--- src/rtl/wdt_pkg.sv ---
package wdt_pkg;
  localparam logic [7:0] KEY_FIRST  = 8'h1E;
  localparam logic [7:0] KEY_SECOND = 8'hE1;

  typedef enum logic {
    KEY_IDLE  = 1'b0,
    KEY_ARMED = 1'b1
  } key_st_e;
endpackage

--- src/rtl/wdt_key_seq.sv ---
module wdt_key_seq
  import wdt_pkg::*;
(
  input  logic       clk_i,
  input  logic       rst_ni,
  input  logic       flush_i,
  input  logic       wr_en_i,
  input  logic [7:0] wr_data_i,
  output logic       clr_o
);
  key_st_e st_q, st_d;

  always_comb begin
    st_d = st_q;
    if (flush_i) st_d = KEY_IDLE;
    else if (wr_en_i) begin
      // any write while armed disarms; only an unarmed 1EH arms
      if (st_q == KEY_ARMED) st_d = KEY_IDLE;
      else if (wr_data_i == KEY_FIRST) st_d = KEY_ARMED;
    end
  end

  always_ff @(posedge clk_i or negedge rst_ni) begin
    if (!rst_ni) st_q <= KEY_IDLE;
    else         st_q <= st_d;
  end

  assign clr_o = wr_en_i && (st_q == KEY_ARMED) && (wr_data_i == KEY_SECOND);
endmodule

--- src/rtl/wdt_counter.sv ---
module wdt_counter #(
  parameter int CNT_W = 14
) (
  input  logic             clk_i,
  input  logic             rst_ni,
  input  logic             step_i,
  input  logic             clr_i,
  output logic [CNT_W-1:0] cnt_o,
  output logic             full_o
);
  localparam logic [CNT_W-1:0] CNT_MAX = {CNT_W{1'b1}};

  logic [CNT_W-1:0] cnt_q;

  always_ff @(posedge clk_i or negedge rst_ni) begin
    if (!rst_ni)                         cnt_q <= '0;
    else if (clr_i)                      cnt_q <= '0;
    else if (step_i && cnt_q != CNT_MAX) cnt_q <= cnt_q + 1'b1;
  end

  assign cnt_o  = cnt_q;
  assign full_o = (cnt_q == CNT_MAX);
endmodule

--- src/rtl/wdt_req_hold.sv ---
module wdt_req_hold #(
  parameter int REQ_MC = 2
) (
  input  logic clk_i,
  input  logic rst_ni,
  input  logic full_i,
  input  logic mcyc_i,
  output logic req_o,
  output logic release_o
);
  localparam int HC_W = (REQ_MC > 1) ? $clog2(REQ_MC) : 1;
  localparam logic [HC_W-1:0] HC_LAST = HC_W'(REQ_MC - 1);

  logic            req_q;
  logic [HC_W-1:0] hcnt_q;

  assign release_o = req_q && mcyc_i && (hcnt_q == HC_LAST);

  always_ff @(posedge clk_i or negedge rst_ni) begin
    if (!rst_ni) begin
      req_q  <= 1'b0;
      hcnt_q <= '0;
    end else begin
      if (release_o)   req_q <= 1'b0;
      else if (full_i) req_q <= 1'b1;
      if (!req_q || release_o) hcnt_q <= '0;
      else if (mcyc_i)         hcnt_q <= hcnt_q + 1'b1;
    end
  end

  assign req_o = req_q;
endmodule

--- src/rtl/cyc_watchdog.sv ---
module cyc_watchdog #(
  parameter int CNT_W  = 14,
  parameter int REQ_MC = 2
) (
  input  logic       clk_i,
  input  logic       rst_ni,
  input  logic       mcyc_i,
  input  logic       idle_i,
  input  logic       pdown_i,
  input  logic       wr_en_i,
  input  logic [7:0] wr_data_i,
  output logic       rst_req_o
);
  logic             key_clr;
  logic             self_clr;
  logic             cnt_clr;
  logic             cnt_full;
  logic [CNT_W-1:0] cnt_q;

  // idle_i is deliberately not used to gate counting
  assign cnt_clr = key_clr | self_clr;

  wdt_key_seq u_key (
    .clk_i     (clk_i),
    .rst_ni    (rst_ni),
    .flush_i   (self_clr),
    .wr_en_i   (wr_en_i),
    .wr_data_i (wr_data_i),
    .clr_o     (key_clr)
  );

  wdt_counter #(.CNT_W(CNT_W)) u_cnt (
    .clk_i  (clk_i),
    .rst_ni (rst_ni),
    .step_i (mcyc_i & ~pdown_i),
    .clr_i  (cnt_clr),
    .cnt_o  (cnt_q),
    .full_o (cnt_full)
  );

  wdt_req_hold #(.REQ_MC(REQ_MC)) u_req (
    .clk_i     (clk_i),
    .rst_ni    (rst_ni),
    .full_i    (cnt_full),
    .mcyc_i    (mcyc_i),
    .req_o     (rst_req_o),
    .release_o (self_clr)
  );
endmodule

--- config.mk ---
export PLATFORM = sky130hd
export DESIGN_NAME = cyc_watchdog
export DESIGN_NICKNAME = d
export VERILOG_FILES = /design/src/rtl/wdt_pkg.sv /design/src/rtl/wdt_key_seq.sv /design/src/rtl/wdt_counter.sv /design/src/rtl/wdt_req_hold.sv /design/src/rtl/cyc_watchdog.sv
export SDC_FILE = /design/constraint.sdc
export NUM_CORES = 1
export LEC_CHECK = 0
export ABC_AREA = 0
export ABC_CLOCK_PERIOD_IN_PS = 1700
export CAP_MARGIN = 0
export CORE_MARGIN = 10
export CORE_UTILIZATION = 47
export DETAILED_ROUTE_END_ITERATION = 12
export MAX_ROUTING_LAYER = met4
export PLACE_DENSITY = 0.73
export SLEW_MARGIN = 20
export SYNTH_ARGS = -nofsm -noshare
export SYNTH_HDL_FRONTEND = slang
export SYNTH_SLANG_ARGS = --single-unit
--- constraint.sdc ---
create_clock -name clk_i -period 1.7 [get_ports clk_i]
set_clock_uncertainty 0.15 [all_clocks]
set_input_delay 0.34 -clock clk_i [delete_from_list [all_inputs] [get_ports clk_i]]
set_output_delay 0.34 -clock clk_i [all_outputs]
set_load 0.02 [all_outputs]
==> flow_metrics.py <==
metrics = {
    "worst_setup_path": {
        "critPathMaxFanout": 4,
        "critPathArrivalTime_ns": 1.89,
        "rr_startpoint": "u_cnt.cnt_o[0]",
        "critPathMaxStageDelay_ns": 0.48,
        "path_class": "reg2reg",
        "reg2reg_to": "u_cnt.cnt_o[5]",
        "crit_path_end_kind": "flop",
        "ff2ff_setup_slack_ns": -0.10,
        "required_ns": 1.79,
        "crit_top_cell": "buf_6",
        "crit_path_cell_trace": "buf_6, and3_4, nand2_2, buf_6, or4_4, a21oi_2",
        "crit_family": "simple AND/OR/NAND/NOR gates",
        "path_buf_inv": 2,
        "start_kind": "flop",
        "reg2regPathDepth": 6,
        "cp_slowest_cell": "or4_4",
    },
    "final_layout": {
        "drive_above_1_share": 0.4932,
        "antenna_cells": 0,
        "fin_area_um2": 1560,
        "nets": 162,
        "final_cells": 173,
        "area_growth_pct": 53.38,
    },
    "grt": {
        "grt_pass1_vias": 1103,
        "grt_pass1_wl_um": 4754,
        "grt.overflow.total": 0,
        "grt_max_degree": 18,
        "grtUsageTotal": 0.1379,
        "antenna_found_initial": 0,
    },
    "floorplanning": {
        "dieArea_um2": 4425,
        "io_pins": 15,
        "rows": 16,
        "core_area_um2": 2002,
        "die_h_um": 66.52,
        "start_util": 0.5081,
        "die_w_um": 66.52,
    },
    "power_and_ir_drop": {
        "power_density_nw_per_um2": 696.1,
        "p_total_w": 0.001086,
        "power_leakage_nw": 0.6355,
        "ir_drop_mv": 0.7800,
    },
    "run": {
        "drv_cap": 0,
    },
    "cts": {
        "cts_tree": "done",
        "cts_root_buffer": "clkbuf_4",
        "h-tree-depth": 1,
        "ctsHoldBuffers": 0,
        "clock_path_buffers": 2,
        "cts_num_sinks": 17,
        "clock_latency_ns": 0.30,
        "numCtsBuffers": 3,
        "cts.reportedPaths.clkPinSlew_ns": 0.10,
    },
    "synth": {
        "syn_area_um2": 1017,
        "synthDistinctLibCells": 41,
        "yosys-top-cells-area": "dfrtp_1 42%, a21oi_1 5.4%, o31ai_1 4.4%",
        "synth-edff-count": 0,
        "synth_most_common_cell": "dfrtp_1",
        "synthArstFlopShare": 1.000,
        "syn_inst": 103,
        "ys_seq_elements": 17,
        "yosysSeqAreaShare": 0.4182,
        "synthTopCellsByCount": "17 x dfrtp_1, 11 x a21oi_1, 8 x nand2_1",
        "syn_avg_cell_area_um2": 9.876,
        "synth.largest_area_cell": "dfrtp_1",
        "syn-num-nets": 118,
        "yosysWarnings": 0,
        "synth_top_cell_area_share": 0.4182,
        "synth_top_flop_cell": "dfrtp_1",
    },
    "timing": {
        "maxSlewHeadroom": 0.7702,
        "finalMaxSlewViolations": 0,
        "hold_viol_final": 0,
        "timing.fmax_mhz": 554.9,
        "rsz0062_at_grt": "true",
        "setup_violations": 8,
        "min_period_over_period": 1.060,
        "whs_ns": 0.2114,
        "period_needed_ns": 1.802,
        "tightest_slew_ns": 0.3422,
        "worst_slack_ns": -0.1021,
    },
    "placed_design": {
        "place_inst": 164,
        "pre_cts_ws_ns": -0.5193,
        "dpl.hpwl_um": 1995,
        "place_area_um2": 1363,
        "io_buffer_count": 13,
        "place.gp.congestion": 0.8674,
    },
    "routing": {
        "dr.pass1.iters": 5,
        "drt_iter0_markers": 104,
        "ant_nets": 0,
        "vias": 1087,
        "drcViolationCount": 0,
        "wire_per_inst_um": 18.41,
        "drt_wl_total_um": 3185,
        "routed_via_density": 6.283,
    },
    "run_status": {
        "violations": "setup timing",
        "status": "finished, violations left",
    },
    "worst_hold_path": {
        "hp-class": "in2async",
    },
}
==> flip-flops by register name, summed over array words and instances, names as in the netlist <==
signal        count
u_req.hcnt_q      1
u_req.req_o       1
u_cnt.cnt_o      14
u_key.st_q        1
==> stage by stage <==
step	TNS (ns)	utilization
5_1_grt	-1.269	0.7794
4_1_cts	-0.2722	0.7231
6_report	-0.4801	0.7794
2_1_floorplan	-0.02785	-
3_3_place_gp	-4.407	0.6806
3_5_place_dp	-4.650	0.6806
==> how the worst max path moves through the flow <==
stage                            to  slack, ns      startpoint  cells past startpoint
finish               u_cnt.cnt_o[5]      -0.10  u_cnt.cnt_o[0]                      6
global route        u_cnt.cnt_o[10]      -0.17  u_cnt.cnt_o[0]                      6
CTS                  u_cnt.cnt_o[5]       -0.1  u_cnt.cnt_o[1]                      6
detailed placement   u_cnt.cnt_o[3]      -0.52          mcyc_i                      6
global placement     u_cnt.cnt_o[3]      -0.46          mcyc_i                      6
floorplan            u_cnt.cnt_o[6]      -0.03  u_cnt.cnt_o[1]                      5
==> per-layer routing <==
| metal | wire length, µm | up-vias | track usage |
|---|---|---|---|
| li1 | - | 495 | - |
| met1 | 1244 | 525 | 0.1588 |
| met2 | 1620 | 57 | 0.2213 |
| met3 | 233 | 10 | 0.03344 |
| met4 | 86 | 0 | 0.06283 |
| met5 | 0 | - | - |
==> layout make-up <==
class | instances | area (µm²)
repair buffers | 42 | 372.9
clock inverters | 1 | 5.005
well taps | 27 | 33.78
clock buffers | 3 | 22.52
multi-input cells | 83 | 694.4
flip-flops and latches | 17 | 431.7
fillers | 120 | 441.7
==> kinds of logic after synthesis <==
group,Yosys count,synth area share
AO/OA/AOI/OAI,30,0.1882
adder cells (fa/ha/maj),1,0.01230
buffers and inverters,3,0.02583
AND/OR/NAND/NOR,51,0.3469
flip-flops,17,0.4182
XOR/XNOR,1,0.008612
==> cell usage in the layout (no fill, tap or decap), types with 2 or more instances in the layout <==
| master | netlist | final |
|---|---|---|
| nand3_1 | 6 | 5 |
| buf_4 | 1 | 25 |
| o21a_1 | 2 | 2 |
| o41ai_2 | 0 | 2 |
| clkbuf_4 | 1 | 3 |
| nor2_2 | 0 | 2 |
| dfrtp_2 | 0 | 5 |
| or4_4 | 1 | 2 |
| nand2b_1 | 2 | 2 |
| nand2_1 | 8 | 7 |
| nor3_1 | 4 | 3 |
| o21ai_2 | 0 | 3 |
| nand4_1 | 3 | 3 |
| dfrtp_1 | 17 | 12 |
| o31ai_1 | 6 | 6 |
| or4_1 | 4 | 3 |
| nand4b_1 | 2 | 2 |
| or3_4 | 0 | 3 |
| a21oi_1 | 11 | 5 |
| clkdlybuf4s50_1 | 0 | 11 |
| buf_6 | 1 | 3 |
| nand4_4 | 1 | 2 |
| a21oi_2 | 1 | 7 |
==> timing repair <==
item,in CTS,in global routing
pin swaps,6,10
setup buffers,1,4
resized for setup,10,29
setup endpoints to repair,10,13
==> where the power goes <==
| group | switching, W | total (W) | internal [W] |
|---|---|---|---|
| clock | 0.000137 | 0.000225 | 0.0000879 |
| sequential | 0.0000839 | 0.000540 | 0.000456 |
| combinational | 0.000139 | 0.000321 | 0.000182 |
Note: power is estimated with default switching activity, not from simulation.
